$ cat src/rtl/lcnt_pkg.sv
package lcnt_pkg;
   localparam int unsigned CNT_W = 4;

   typedef enum logic [1:0] {
      OP_HOLD = 2'd0,
      OP_INC  = 2'd1,
      OP_LOAD = 2'd2,
      OP_ZERO = 2'd3
   } lcnt_op_e;
endpackage

$ cat src/rtl/lcnt_ctrl_decode.sv
module lcnt_ctrl_decode
   import lcnt_pkg::*;
#(
   parameter bit ACT_LOW = 1'b1
) (
   input  logic     inc_raw,
   input  logic     ld_raw,
   input  logic     tc_hit,
   output lcnt_op_e op
);
   logic inc_on;
   logic ld_on;

   generate
      if (ACT_LOW) begin : g_low
         assign inc_on = ~inc_raw;
         assign ld_on  = ~ld_raw;
      end else begin : g_high
         assign inc_on = inc_raw;
         assign ld_on  = ld_raw;
      end
   endgenerate

   // fixed priority: external load, terminal reload, increment, hold
   always_comb begin
      if (ld_on)       op = OP_LOAD;
      else if (tc_hit) op = OP_ZERO;
      else if (inc_on) op = OP_INC;
      else             op = OP_HOLD;
   end
endmodule

$ cat src/rtl/lcnt_core.sv
module lcnt_core
   import lcnt_pkg::*;
#(
   parameter int unsigned W = CNT_W
) (
   input  logic         clk,
   input  logic         clr_n,
   input  lcnt_op_e     op,
   input  logic [W-1:0] din,
   output logic [W-1:0] q
);
   localparam logic [W-1:0] ONE = W'(1);

   always_ff @(posedge clk or negedge clr_n) begin
      if (!clr_n) begin
         q <= '0;
      end else begin
         unique case (op)
            OP_LOAD: q <= din;
            OP_ZERO: q <= '0;
            OP_INC:  q <= q + ONE;
            default: q <= q;
         endcase
      end
   end
endmodule

$ cat src/rtl/lcnt_tc_tap.sv
module lcnt_tc_tap #(
   parameter int unsigned W      = 4,
   parameter bit          ENABLE = 1'b0,
   parameter int unsigned LAST   = 11
) (
   input  logic [W-1:0] cnt,
   output logic         hit
);
   localparam logic [W-1:0] LAST_V = W'(LAST);

   generate
      if (ENABLE) begin : g_tap
         // one AND gate over per-bit matches (true or inverted taps)
         assign hit = &(cnt ~^ LAST_V);
      end else begin : g_none
         assign hit = 1'b0;
      end
   endgenerate
endmodule

$ cat src/rtl/lcnt_top.sv
module lcnt_top
   import lcnt_pkg::*;
#(
   parameter bit          CTRL_ACT_LOW = 1'b1,
   parameter bit          DIV12_EN     = 1'b0,
   parameter int unsigned WIDTH        = CNT_W
) (
   input  logic             clk,
   input  logic             clr_n,
   input  logic             inc_i,
   input  logic             ld_i,
   input  logic [WIDTH-1:0] din_i,
   output logic [WIDTH-1:0] cnt_o,
   output logic             tc_strobe_o
);
   localparam int unsigned DIV_RATIO = 12;
   localparam int unsigned TC_VALUE  = DIV_RATIO - 1;

   generate
      if (WIDTH != CNT_W) begin : g_bad_width
         $error("lcnt_top: WIDTH must be 4");
      end
      if (TC_VALUE >= (1 << WIDTH)) begin : g_bad_tc
         $error("lcnt_top: terminal count does not fit WIDTH");
      end
   endgenerate

   lcnt_op_e op;
   logic     tc_hit;

   lcnt_tc_tap #(
      .W      (WIDTH),
      .ENABLE (DIV12_EN),
      .LAST   (TC_VALUE)
   ) u_tap (
      .cnt (cnt_o),
      .hit (tc_hit)
   );

   lcnt_ctrl_decode #(
      .ACT_LOW (CTRL_ACT_LOW)
   ) u_dec (
      .inc_raw (inc_i),
      .ld_raw  (ld_i),
      .tc_hit  (tc_hit),
      .op      (op)
   );

   lcnt_core #(
      .W (WIDTH)
   ) u_core (
      .clk   (clk),
      .clr_n (clr_n),
      .op    (op),
      .din   (din_i),
      .q     (cnt_o)
   );

   assign tc_strobe_o = tc_hit;
endmodule

$ cat config.mk
export PLATFORM = sky130hd
export DESIGN_NAME = lcnt_top
export DESIGN_NICKNAME = d
export VERILOG_FILES = /design/src/rtl/lcnt_pkg.sv /design/src/rtl/lcnt_ctrl_decode.sv /design/src/rtl/lcnt_core.sv /design/src/rtl/lcnt_tc_tap.sv /design/src/rtl/lcnt_top.sv
export SDC_FILE = /design/constraint.sdc
export NUM_CORES = 1
export LEC_CHECK = 0
export BUFFER_PORTS_ARGS = -buffer_cell sky130_fd_sc_hd__buf_4
export CAP_MARGIN = 20
export CORE_AREA = 8 8 45 47
export CTS_BUF_LIST = sky130_fd_sc_hd__clkbuf_4 sky130_fd_sc_hd__clkbuf_8
export CTS_CLUSTER_SIZE = 25
export DETAILED_ROUTE_END_ITERATION = 8
export DIE_AREA = 0 0 53 55
export HOLD_SLACK_MARGIN = 0.1
export REMOVE_ABC_BUFFERS = 1
export SLEW_MARGIN = 20
export SYNTH_ARGS = -nofsm -noshare
export SYNTH_HDL_FRONTEND = slang
export SYNTH_HIERARCHICAL = 1
export SYNTH_SLANG_ARGS = --single-unit
$ cat constraint.sdc
create_clock -name clk -period 1.3 [get_ports clk]
set_input_delay 0.195 -clock clk [delete_from_list [all_inputs] [get_ports clk]]
set_output_delay 0.195 -clock clk [all_outputs]
set_load 0.05 [all_outputs]
Yosys cells after proc, flatten, opt, wreduce, memory -nomap -nowiden
Index checks and enable logic that the tools add are counted.
{"block": "word_totals", "regBits": 4, "in_bits": 8, "output_inout_bits": 5}
{"block": "op_classes", "n_addsub": 1, "n_eq_ne": 3, "n_mux": 3, "reduce_logical": 1}
{"cell": "$pmux W4 S3", "count": 1}
{"cell": "$add A4 B1 Y4 const B", "count": 1}
{"cell": "$eq A2 B2 Y1 const B", "count": 2}
{"cell": "$reduce_bool A3 Y1", "count": 1}
{"cell": "$eq A2 B1 Y1 const B", "count": 1}
{"cell": "$mux W2", "count": 1}
{"cell": "$mux W1", "count": 1}

Logic depth before layout (Yosys ltp)
Gate-level depths: netlist (run 1).
{"block": "depth", "word_depth": 4, "depth_mapped": 6, "ltp_nobuf": 5}

Modules after synthesis
Netlist (run 1), hierarchy kept.
{"mod": "lcnt_core", "instances": 1, "cells_per_inst": 21, "area_each_um2": 230.2, "seq_area_each_um2": 100.1}
{"mod": "lcnt_ctrl_decode", "instances": 1, "cells_per_inst": 3, "area_each_um2": 15.0, "seq_area_each_um2": 0.0}
{"mod": "lcnt_tc_tap", "instances": 1, "cells_per_inst": 2, "area_each_um2": 11.3, "seq_area_each_um2": 0.0}

Least setup slack after synthesis (run 1)
OpenSTA, ideal clock, no wires.
{"block": "synth_path", "path_kind": "reg2reg", "startpoint": "register u_core.q[0]", "endpoint": "register u_core.q[2]", "setup_time_ns": 0.083, "arrival_time_ns": 1.327, "t_required_ns": 1.217, "slack_ns": -0.110, "stages_incl_launch_ff": 5, "n_path_buf": 0, "period_less_slack_ns": 1.410, "path_cell_list": "dfrtp_1 > ha_1 > nand2_1 > mux2_2 > o22ai_1"}
{"block": "synth_via", "elab_chain_cells": 2}
{"item": "from (decl)", "line_no": "lcnt_core.sv:10", "rtl": "output logic [W-1:0] q"}
{"item": "from (signal assigned)", "line_no": "lcnt_core.sv:19", "rtl": "OP_LOAD: q <= din;"}
{"item": "from (signal assigned)", "line_no": "lcnt_core.sv:21", "rtl": "OP_INC: q <= q + ONE;"}
{"item": "from (signal assigned)", "line_no": "lcnt_core.sv:22", "rtl": "default: q <= q;"}
{"item": "$add A4 B1 Y4", "line_no": "lcnt_core.sv:21"}
{"item": "$pmux W4 S3", "line_no": "lcnt_core.sv:18", "rtl": "unique case (op)"}
Every way passes these cells.
A chain may end at the register's enable or synchronous reset.

Worst setup path after layout (run 1)
Same ends and word-level chain as after synthesis.

==> results of run 1 <==
==> per-layer routing <==
| metal | vias up | wire length, µm | global-route usage (%) |
|---|---|---|---|
| met3 | 0 | 78 | 1.87 |
| met4 | 0 | 0 | 5.17 |
| met5 | - | 0 | 0 |
| met2 | 8 | 300 | 7.03 |
| met1 | 105 | 221 | 4.75 |
| li1 | 122 | - | - |
==> final timing paths <==
path,endpoint,slack [ns],startpoint,cells after the start
hold / removal,u_core/q[2],0.29,clr_n,2
hold reg to reg,u_core/q[0],0.57,u_core/q[0],1
max in group asynchronous,u_core/q[0],0.90,clr_n,2
setup reg to reg,u_core/q[2],0.15,u_core/q[0],4
min in group clk,u_core/q[0],0.29,din_i[0],3
setup / recovery,u_core/q[2],0.15,u_core/q[0],4
==> power by group <==
part	total [W]	internal, W	switching [W]	leakage (nW)
Clock	0.000148	0.000103	0.0000456	0.0138
Combinational	0.000152	0.0000617	0.0000905	0.141
Sequential	0.000154	0.000139	0.0000150	0.0499
Total	0.000455	0.000304	0.000151	0.205
==> synth_stat cells (all sizes together) <==
library cell	n	area (µm²)
ha	1	12.5
a21boi	1	7.51
mux2	1	11.3
o22ai	4	25.0
conb	1	3.75
or2b	1	7.51
nand3	1	5.00
inv	2	7.51
dfrtp	4	100
nand2	2	7.51
mux2i	5	50.1
buf	2	12.5
nor2b	1	6.26
==> what timing repair did <==
| item | 4_1_cts | 5_1_grt |
|---|---|---|
| buffers inserted | 0 | 0 |
| endpoints found under the hold margin | 4 | 0 |
| hold buffers | 1 | 0 |
==> worst max-delay path, stage by stage (launching register included) <==
cell and delay, ns:
sky130_fd_sc_hd__dfrtp_1 0.40, sky130_fd_sc_hd__ha_1 0.19, sky130_fd_sc_hd__nand2_1 0.06, sky130_fd_sc_hd__mux2_2 0.25, sky130_fd_sc_hd__o22ai_1 0.16
==> metrics by stage <==
stage | util (%) | hold WS, ns | cells | TNS [ns] | total power [W]
after floorplan | - | -0.101 | 24 | -0.110 | 0.000252
after global placement | 25.6 | -0.00893 | 52 | 0 | 0.000306
after detailed placement | 25.6 | -0.00617 | 52 | 0 | 0.000308
after CTS | 27.9 | 0.281 | 56 | 0 | 0.000469
after global routing | 27.9 | 0.289 | 56 | 0 | 0.000482
final | 27.9 | 0.293 | 56 | 0 | 0.000455
==> kinds of logic after synthesis <==
| logic type | after synthesis | share of synthesized area (%) |
|---|---|---|
| other | 1 | 1.46 |
| AO/OA/AOI/OAI | 5 | 12.7 |
| multiplexers | 6 | 23.9 |
| flip-flops | 4 | 39.0 |
| buffers and inverters | 4 | 7.81 |
| AND/OR/NAND/NOR | 5 | 10.2 |
| adder cells (fa/ha/maj) | 1 | 4.88 |
==> area by class of cell <==
type	instances	area, µm²
multi-input combinational	18	136
inverter	2	7.51
timing repair buffer	13	100
clock buffer	3	22.5
sequential	4	100
fill	159	997
tap	16	20.0
==> results by stage, run 1 <==
Status:
- The run finished with clean final reports.

Worst setup path:
- The critical path in this run is classified as register to register.
- The data arrival at the endpoint of the critical path is 1.29 ns.
- The required time of the worst setup path is 1.44 ns.
- The category of the worst setup path launch point is a register.
- The element type at the critical path end is a register.
- The highest fanout seen on the critical path is 5.

Clock tree:
- The CTS root buffer is sky130_fd_sc_hd__clkbuf_4.
- The CTS tree is built.
- The number of buffers created by CTS is 3.
- The latest clock arrival within the worst-skew pair is 0.23 ns.
- In this run the number of H-tree levels came out at 1.
- The number of instances resized during post-cts repair is 0.
- Clock-pin slew was measured on the worst setup and hold paths at 0.04 ns.
- The CTS sink count is 4.
- The maximum buffer depth of the clock tree is 2.

Pwr:
- Across the VDD grid, the largest voltage drop is 0.340 mV.
- Dividing total power by cell area gives a power density of 1180 nW/µm².
- The leakage power is 0.205 nW.

STA:
- The highest clock rate is 871 MHz.
- The final-report hold violation count is 0.
- The clock tree skew after final layout is 0.00320 ns.
- The setup violation total in the final timing report is 0.
- The post-layout worst setup margin is 0.152 ns.
- The max-slew violation count is 0.
- Setup repair after global routing left no endpoint under its margin.
- The smallest clock period supported by the final layout is computed as 1.15 ns.
- The ratio of final minimum period to clock period is 88.3%.

GRT:
- The global-route wire length before repair is 945 µm.
- The largest net degree at the start of global routing is 8.
- The initial antenna violation count is 0.
- The number of global-route vias before repair is 225.
- The total congestion overflow after global routing is 0.
- Across every metal layer, demand over resource in global routing totals 4.71%.

Die:
- The core region is 1380 µm².
- The initial utilization of the core area, before any placement, comes to 18.5%.
- In this run the core area contains 14 standard-cell rows.
- The area of the die is 2920 µm².
- 13 I/O pins were placed.
- In this run the horizontal extent of the chip is 53 µm.
- The die height is 55 µm.

Detailed routing:
- In this run, the number of DRC markers left after iteration 0 of detailed routing was 2.
- The detailed-routing iteration count for the pre-antenna-repair pass is 2.
- The total length of routed wires is 601 µm.
- The via count of the routed design is 235.
- The number of nets with antenna violations after routing is 0.
- In the routed layout, each cell is associated on average with a via count of 4.20.
- In the final routed layout, each cell accounts on average for 10.7 µm.
- The number of design rule violations left after detail routing is 0.

Finish:
- The net count of the finished layout is 51.
- The largest register by flop count is u_core/q.
- The flip-flop count of the largest register after layout is 4.
- The largest registers in the layout are u_core/q x4.
- 0 antenna diodes ended up in the layout.
- The top cell types in the final layout, fill and taps aside, are 12 x sky130_fd_sc_hd__buf_4, 5 x sky130_fd_sc_hd__mux2i_1, 4 x sky130_fd_sc_hd__o22ai_1, 4 x sky130_fd_sc_hd__dfrtp_1, 3 x sky130_fd_sc_hd__clkbuf_4.
- The post-route netlist has 40.0% of its cells at a drive strength greater than 1.
- The library cell used most frequently in the layout, excluding fill and tap cells, is sky130_fd_sc_hd__buf_4.
- The area growth from synthesis to layout is 50.7%.
- The finished cells cover 387 µm².

Placement:
- The post-place instance area is 354 µm².
- The post-place setup slack is 0.145 ns.
- The total of buffers placed on input and output ports is 11.
- The routability congestion estimate is 0.679.
- Detailed placement finished with a half-perimeter wire length of 512 µm.

Logic synthesis:
- The sequential cell area fraction in the yosys report is 39.0%.
- Counting every instance in the synthesized netlist gives 26.
- Synthesis inferred 4 register bits.
- The netlist uses 14 different library cells.
- The average instance in the mapped netlist occupies 9.87 µm².
- The post-synthesis instance area is 256 µm².
- The count of warnings emitted by yosys is 6.

Run:
- The total of max-cap violations is 0.

Worst hold path:
- The worst hold path belongs to the class primary input to asynchronous set/reset pin.
(Power assumes the default switching activity.)
==> run 2, diff against run 1 <==
CORE_AREA = 2 2 39 41   (was 8 8 45 47)
DIE_AREA = 0 0 41 43   (was 0 0 53 55)
==> results by stage, run 2 (synthesis results as in run 1) <==
Status:
- The run finished with clean final reports.

Worst setup path:
- The data arrival at the endpoint of the critical path is 1.27 ns.
- The worst setup path is launched from a register.
- The required time of the worst setup path is 1.45 ns.
- The element type at the critical path end is a register.
- The kind of cell adding the most delay to the critical path is flip-flops.
- The startpoint of the worst register-to-register path is u_core/q[0].
- In this run the worst setup path begins at u_core/q[0].
- By startpoint and endpoint, the worst setup path is classified as register to register.
- Walking the worst path, the cells encountered are ha_1, nand2_1, mux2_2, o22ai_1.
- The master of the slowest instance on the critical path is sky130_fd_sc_hd__dfrtp_1.
- In this design, the stage delay of the slowest critical-path cell is 0.40 ns.
- The highest fanout seen on the critical path is 5.
- The number of buffers and inverters on the critical path is 0.

Clock tree:
- The clock edge transition at the registers on the reported setup and hold paths is 0.04 ns.
- After clock tree synthesis, the repair step resized 0 gates.
- In this run the number of H-tree levels came out at 1.
- The CTS tree is built.
- The longest clock path from root to sink contains 2 buffers.
- In this run the clock root is driven by a sky130_fd_sc_hd__clkbuf_4.
- The number of clock buffers added by TritonCTS is 3.
- The hold-fix buffer count after cts is 1.
- The later pin in the worst-skew pair is clocked with a latency of 0.23 ns.
- Counting every sink on the clock net gives 4.
- The post-CTS repair timing setup buffer count is 0.

Pwr:
- The switching power summed over all nets is 0.000152 W.
- The switching part of the total power is 33.4%.
- Of the total power, combinational logic draws 33.4%.
- IR analysis of the VDD net gives a maximum drop of 0.410 mV.
- The total power per unit cell area is 1180 nW/µm².
- The proportion of power drawn by flip-flops and latches is 33.8%.
- The clock network burns 32.8% of the power.
- The leakage power is 0.205 nW.
- The cell internal power dissipation is 0.000304 W.

Placement:
- The post-place instance area is 354 µm².
- Detailed placement finished with a half-perimeter wire length of 439 µm.
- Once placement completed, the tool counted placed cells totaling 52.
- The total of buffers placed on input and output ports is 11.
- The routability congestion estimate is 0.673.

Detailed routing:
- The count of nets left with antenna violations once routing finished came out at 0.
- The via count of the routed design is 228.
- In the detailed route, the total length drawn on met3 is 71 µm.
- The wire length on met1 is 250 µm.
- Signal routing reaches up to met3.
- The detailed router finished its first iteration with 3 violations.
- The routed wirelength normalized by instance count is 9.59 µm.
- The detail-routed via count per cell is 4.07.
- The total length of routed wires is 537 µm.
- For this run, design rule violations remaining after detail routing come to 0.
- The detailed-routing iteration count for the pre-antenna-repair pass is 2.
- In the detailed route, the total length drawn on met2 is 215 µm.

Die:
- The area of the die is 1760 µm².
- The initialized floorplan defines 14 standard-cell rows.
- The initial core utilization is 18.5%.
- The region available for standard cell placement spans 1380 µm².
- The count of boundary I/O pins is 13.
- The x dimension of the die is 41 µm.
- The die is 43 µm tall.

GRT:
- The number of global-route vias before repair is 206.
- Entering global routing, the biggest net connects 8 pins.
- The total global-route track usage is 7.75%.
- The first global-routing pass estimated 855 µm of wire.
- The initial antenna violation count is 0.
- Global routing finished with a remaining overflow of 0.

Finish:
- The synthesis-to-layout area growth is 50.7%.
- The flip-flop count of the largest register after layout is 4.
- The number of nets at the end of the flow is 51.
- For this run, the number of standard cells in the final layout without fillers is 56.
- More flip-flops sit in one register than any other, and that register is u_core/q.
- The top cell types in the final layout, fill and taps aside, are 12 x sky130_fd_sc_hd__buf_4, 5 x sky130_fd_sc_hd__mux2i_1, 4 x sky130_fd_sc_hd__o22ai_1, 4 x sky130_fd_sc_hd__dfrtp_1, 3 x sky130_fd_sc_hd__clkbuf_4.
- The largest registers in the layout are u_core/q x4.
- The repair_antennas step left the layout with diodes totalling 0.
- The library cell used most frequently in the layout, excluding fill and tap cells, is sky130_fd_sc_hd__buf_4.
- The finished cells cover 387 µm².
- The fraction of final layout cells sized beyond drive strength 1 is 40.0%.

STA:
- Setup repair after global routing left no endpoint under its margin.
- Setup violations remaining at the end of the flow were counted as 0.
- The final hold slack is 0.280 ns.
- Of the available clock period, the critical path in the final layout requires 86.2%.
- The clock tree skew after final layout is 0.00505 ns.
- The highest clock rate is 892 MHz.
- The final-report hold violation count is 0.
- The worst path needs 1.12 ns of the cycle, external delays included.
- The max-slew violation count is 0.

Worst hold path:
- The source of the worst hold timing path is din_i[2].
- The min-delay analysis places its worst path in the category primary input to register.

Run:
- The total of max-cap violations is 0.
-- run 2: cell counts in the layout (fill, tap and decap cells not counted) --
No cell type changed its count.
-- run 2: worst paths after layout --
check,end,slack [ns],cells past startpoint
worst max-delay path,u_core/q[2],0.18,4
max in group asynchronous,u_core/q[1],0.91,2
min in group asynchronous,u_core/q[3],0.29,2
worst min register to register,u_core/q[0],0.57,1
worst min-delay path,u_core/q[2],0.28,3
worst max register to register,u_core/q[2],0.18,4
-- run 2: power groups by stage --
stage / clock network [W] / logic, W / registers, W
after floorplan: 0 / 0.0000499 / 0.000203
after detailed placement: 0 / 0.000151 / 0.000156
after CTS: 0.000160 / 0.000154 / 0.000155
after global routing: 0.000169 / 0.000167 / 0.000158
final: 0.000149 / 0.000152 / 0.000154
after global placement: 0 / 0.000149 / 0.000156
-- run 2: final cells by class --
class                      count  area (µm²)
timing repair buffer          13         100
sequential                     4         100
fill                         164         997
clock buffer                   3        22.5
tap                           16        20.0
multi-input combinational     18         136
inverter                       2        7.51
-- run 2: metal layers --
layer	GRT usage, %	vias to the layer above
met5	0	-
met1	10.4	99
met4	6.00	0
met3	4.71	0
li1	-	119
met2	8.44	10
-- run 2: worst register-to-register path, cell delays in order (launching register included) --
cell and delay (ns):
sky130_fd_sc_hd__dfrtp_1 0.40, sky130_fd_sc_hd__ha_1 0.18, sky130_fd_sc_hd__nand2_1 0.05, sky130_fd_sc_hd__mux2_2 0.27, sky130_fd_sc_hd__o22ai_1 0.14
-- run 2: per-stage QoR --
stage	utilization, %	total power, W	TNS [ns]	worst slack (ns)
2_1_floorplan	-	0.000252	-0.110	-0.110
3_3_place_gp	25.6	0.000305	0	0.128
3_5_place_dp	25.6	0.000307	0	0.109
4_1_cts	27.9	0.000468	0	0.174
5_1_grt	27.9	0.000494	0	0.0663
6_report	27.9	0.000456	0	0.179
==> run 3, diff against run 2 <==
clock period = 1.1 ns   (was 1.3 ns; I/O delays follow)
==> results by stage, run 3 (synthesis results as in run 1) <==
Pwr:
- Dividing total power by cell area gives a power density of 1320 nW/µm².
- The analysis attributes to cell leakage a power of 0.226 nW.
- IR analysis of the VDD net gives a maximum drop of 0.443 mV.

Finish:
- Relative to the synthesized area, the layout overhead comes to 69.8%.
- The sequential cell area in the final layout is 100 µm².
- The fraction of final layout cells sized beyond drive strength 1 is 48.8%.
- In the final layout, the multi-input gates occupy 148 µm².
- The number of cells in the finished layout apart from fillers is 59.
- The largest registers in the layout are u_core/q x4.
- The number of antenna cells inserted is 0.
- The largest register by flop count is u_core/q.
- Leaving out fill and tap cells, the most frequent cells in the layout are 12 x sky130_fd_sc_hd__buf_4, 5 x sky130_fd_sc_hd__mux2i_1, 4 x sky130_fd_sc_hd__dfrtp_1.
- The number of nets at the end of the flow is 54.
- The final-layout fill cell count is 150.
- The flip-flop count of the largest register after layout is 4.
- The library cell used most frequently in the layout, excluding fill and tap cells, is sky130_fd_sc_hd__buf_4.

Die:
- After floorplanning, the core was sized to cover 1380 µm².
- Row generation in the floorplan step produced 14 rows.
- The die height is 43 µm.
- From left edge to right edge, the die measures 41 µm.
- The initial core utilization is 18.5%.
- The die covers 1760 µm².
- 13 I/O pins were placed.

Placement:
- Including well taps, the total number of placed cells is 54.
- The count of buffers added on input and output ports is 11.
- The routability congestion estimate is 0.578.
- Summed over all nets, the half-perimeter wirelength after detailed placement is 427 µm.

Worst setup path:
- The worst setup path is of the register to register kind.
- The highest fanout seen on the critical path is 3.
- The required time of the worst setup path is 1.25 ns.
- The worst setup path is captured at a register.
- The category of the worst setup path launch point is a register.
- For the worst setup path, the data arrival time is 1.25 ns.

Detailed routing:
- The number of nets with antenna violations after routing is 0.
- The detailed-routing iteration count for the pre-antenna-repair pass is 2.
- Summed over all layers, the routed wires come to 518 µm.
- The routed wirelength normalized by instance count is 8.78 µm.
- In the routed design, unresolved DRC markers number 0.
- The DRC violation total after the first TritonRoute iteration is 1.
- The via count of the routed design is 237.
- In the routed layout, each cell is associated on average with a via count of 4.02.

Clock tree:
- The CTS sink count is 4.
- The CTS tree is built.
- Clock latency on the worst-skew pair, taken at its later pin, is 0.23 ns.
- Clock-pin slew was measured on the worst setup and hold paths at 0.04 ns.
- The CTS root buffer is sky130_fd_sc_hd__clkbuf_4.
- The maximum buffer depth of the clock tree is 2.
- The number of buffers created by CTS is 3.
- The H-tree depth is 1.

STA:
- The clock tree skew after final layout is 0.000318 ns.
- The ratio of final minimum period to clock period is 101%.
- The post-layout worst setup margin is -0.00614 ns.
- After layout, the minimum clock period comes to 1.11 ns.
- The highest clock rate is 904 MHz.
- The final-report hold violation count is 0.
- The final setup TNS is -0.00614 ns.
- The max-slew violation count is 0.
- Setup violations remaining at the end of the flow were counted as 1.
- Setup repair after global routing could not meet its margin everywhere.

Status:
- The flow ran to the end, but the final reports show violations.
- The final reports fail on negative setup slack.

GRT:
- The total congestion overflow after global routing is 0.
- The initial antenna violation count was 0.
- The number of global-route vias before repair is 235.
- The global-route wire length before repair is 834 µm.
- The largest net degree at the start of global routing is 8.
- Global routing used 7.57% of the available tracks.

Worst hold path:
- The class of the tightest hold or removal check is primary input to register.

Run:
- Max-cap violations in this run came to 0.
==> run 3: path summary, 6_finish.rpt <==
kind	startpoint	to	slack (ns)	cells past startpoint
max	u_core/q[0]	u_core/q[2]	-0.006	3
min	din_i[0]	u_core/q[0]	0.25	3
max reg2reg	u_core/q[0]	u_core/q[2]	-0.006	3
min reg2reg	u_core/q[0]	u_core/q[0]	0.61	2
max in group asynchronous	clr_n	u_core/q[2]	0.74	2
min in group asynchronous	clr_n	u_core/q[1]	0.26	2
==> run 3: where the power goes <==
group | switching (W) | internal, W
clock network | 0.0000564 | 0.000122
logic | 0.000118 | 0.0000996
registers | 0.0000158 | 0.000164
==> run 3: critical path, cell delays in order (launching register included) <==
cell and delay, ns:
sky130_fd_sc_hd__dfrtp_1 0.39, sky130_fd_sc_hd__ha_1 0.21, sky130_fd_sc_hd__mux2_2 0.27, sky130_fd_sc_hd__o22ai_2 0.15
==> run 3: what timing repair did <==
action                                 4_1_cts  5_1_grt
gates resized for setup                      3        3
setup buffers                                1        0
endpoints found under the hold margin        4        0
setup endpoints to repair                    3        4
pin swaps                                    0        0
hold buffers                                 1        0
==> run 3: cell type report <==
cell class              instances  area share [%]
clock buffers                   3            5.17
inverters                       2            1.72
multi-input cells              18            33.9
flip-flops and latches          4            23.0
well taps                      16            4.60
repair buffers                 16            31.6
==> run 3: stage by stage <==
step | total power, W | utilization [%] | cell area (µm²) | setup WS, ns | hold WS (ns)
final | 0.000576 | 31.5 | 435 | -0.00614 | 0.252
after global routing | 0.000617 | 31.5 | 435 | -0.0431 | 0.266
after CTS | 0.000585 | 30.6 | 423 | 0.00215 | 0.243
after detailed placement | 0.000373 | 26.7 | 369 | -0.0304 | -0.0363
after global placement | 0.000371 | 26.7 | 369 | -0.00966 | -0.0386
after floorplan | 0.000298 | - | 244 | -0.310 | -0.131
==> run 3: routing by layer <==
metal	part of all wire (%)	wire [µm]	vias to the layer above	GRT usage [%]
li1	-	-	125	-
met1	43	224	102	8.50
met2	46	238	10	9.69
met3	11	55	0	3.14
met4	0	0	0	8.00
met5	0	0	-	0
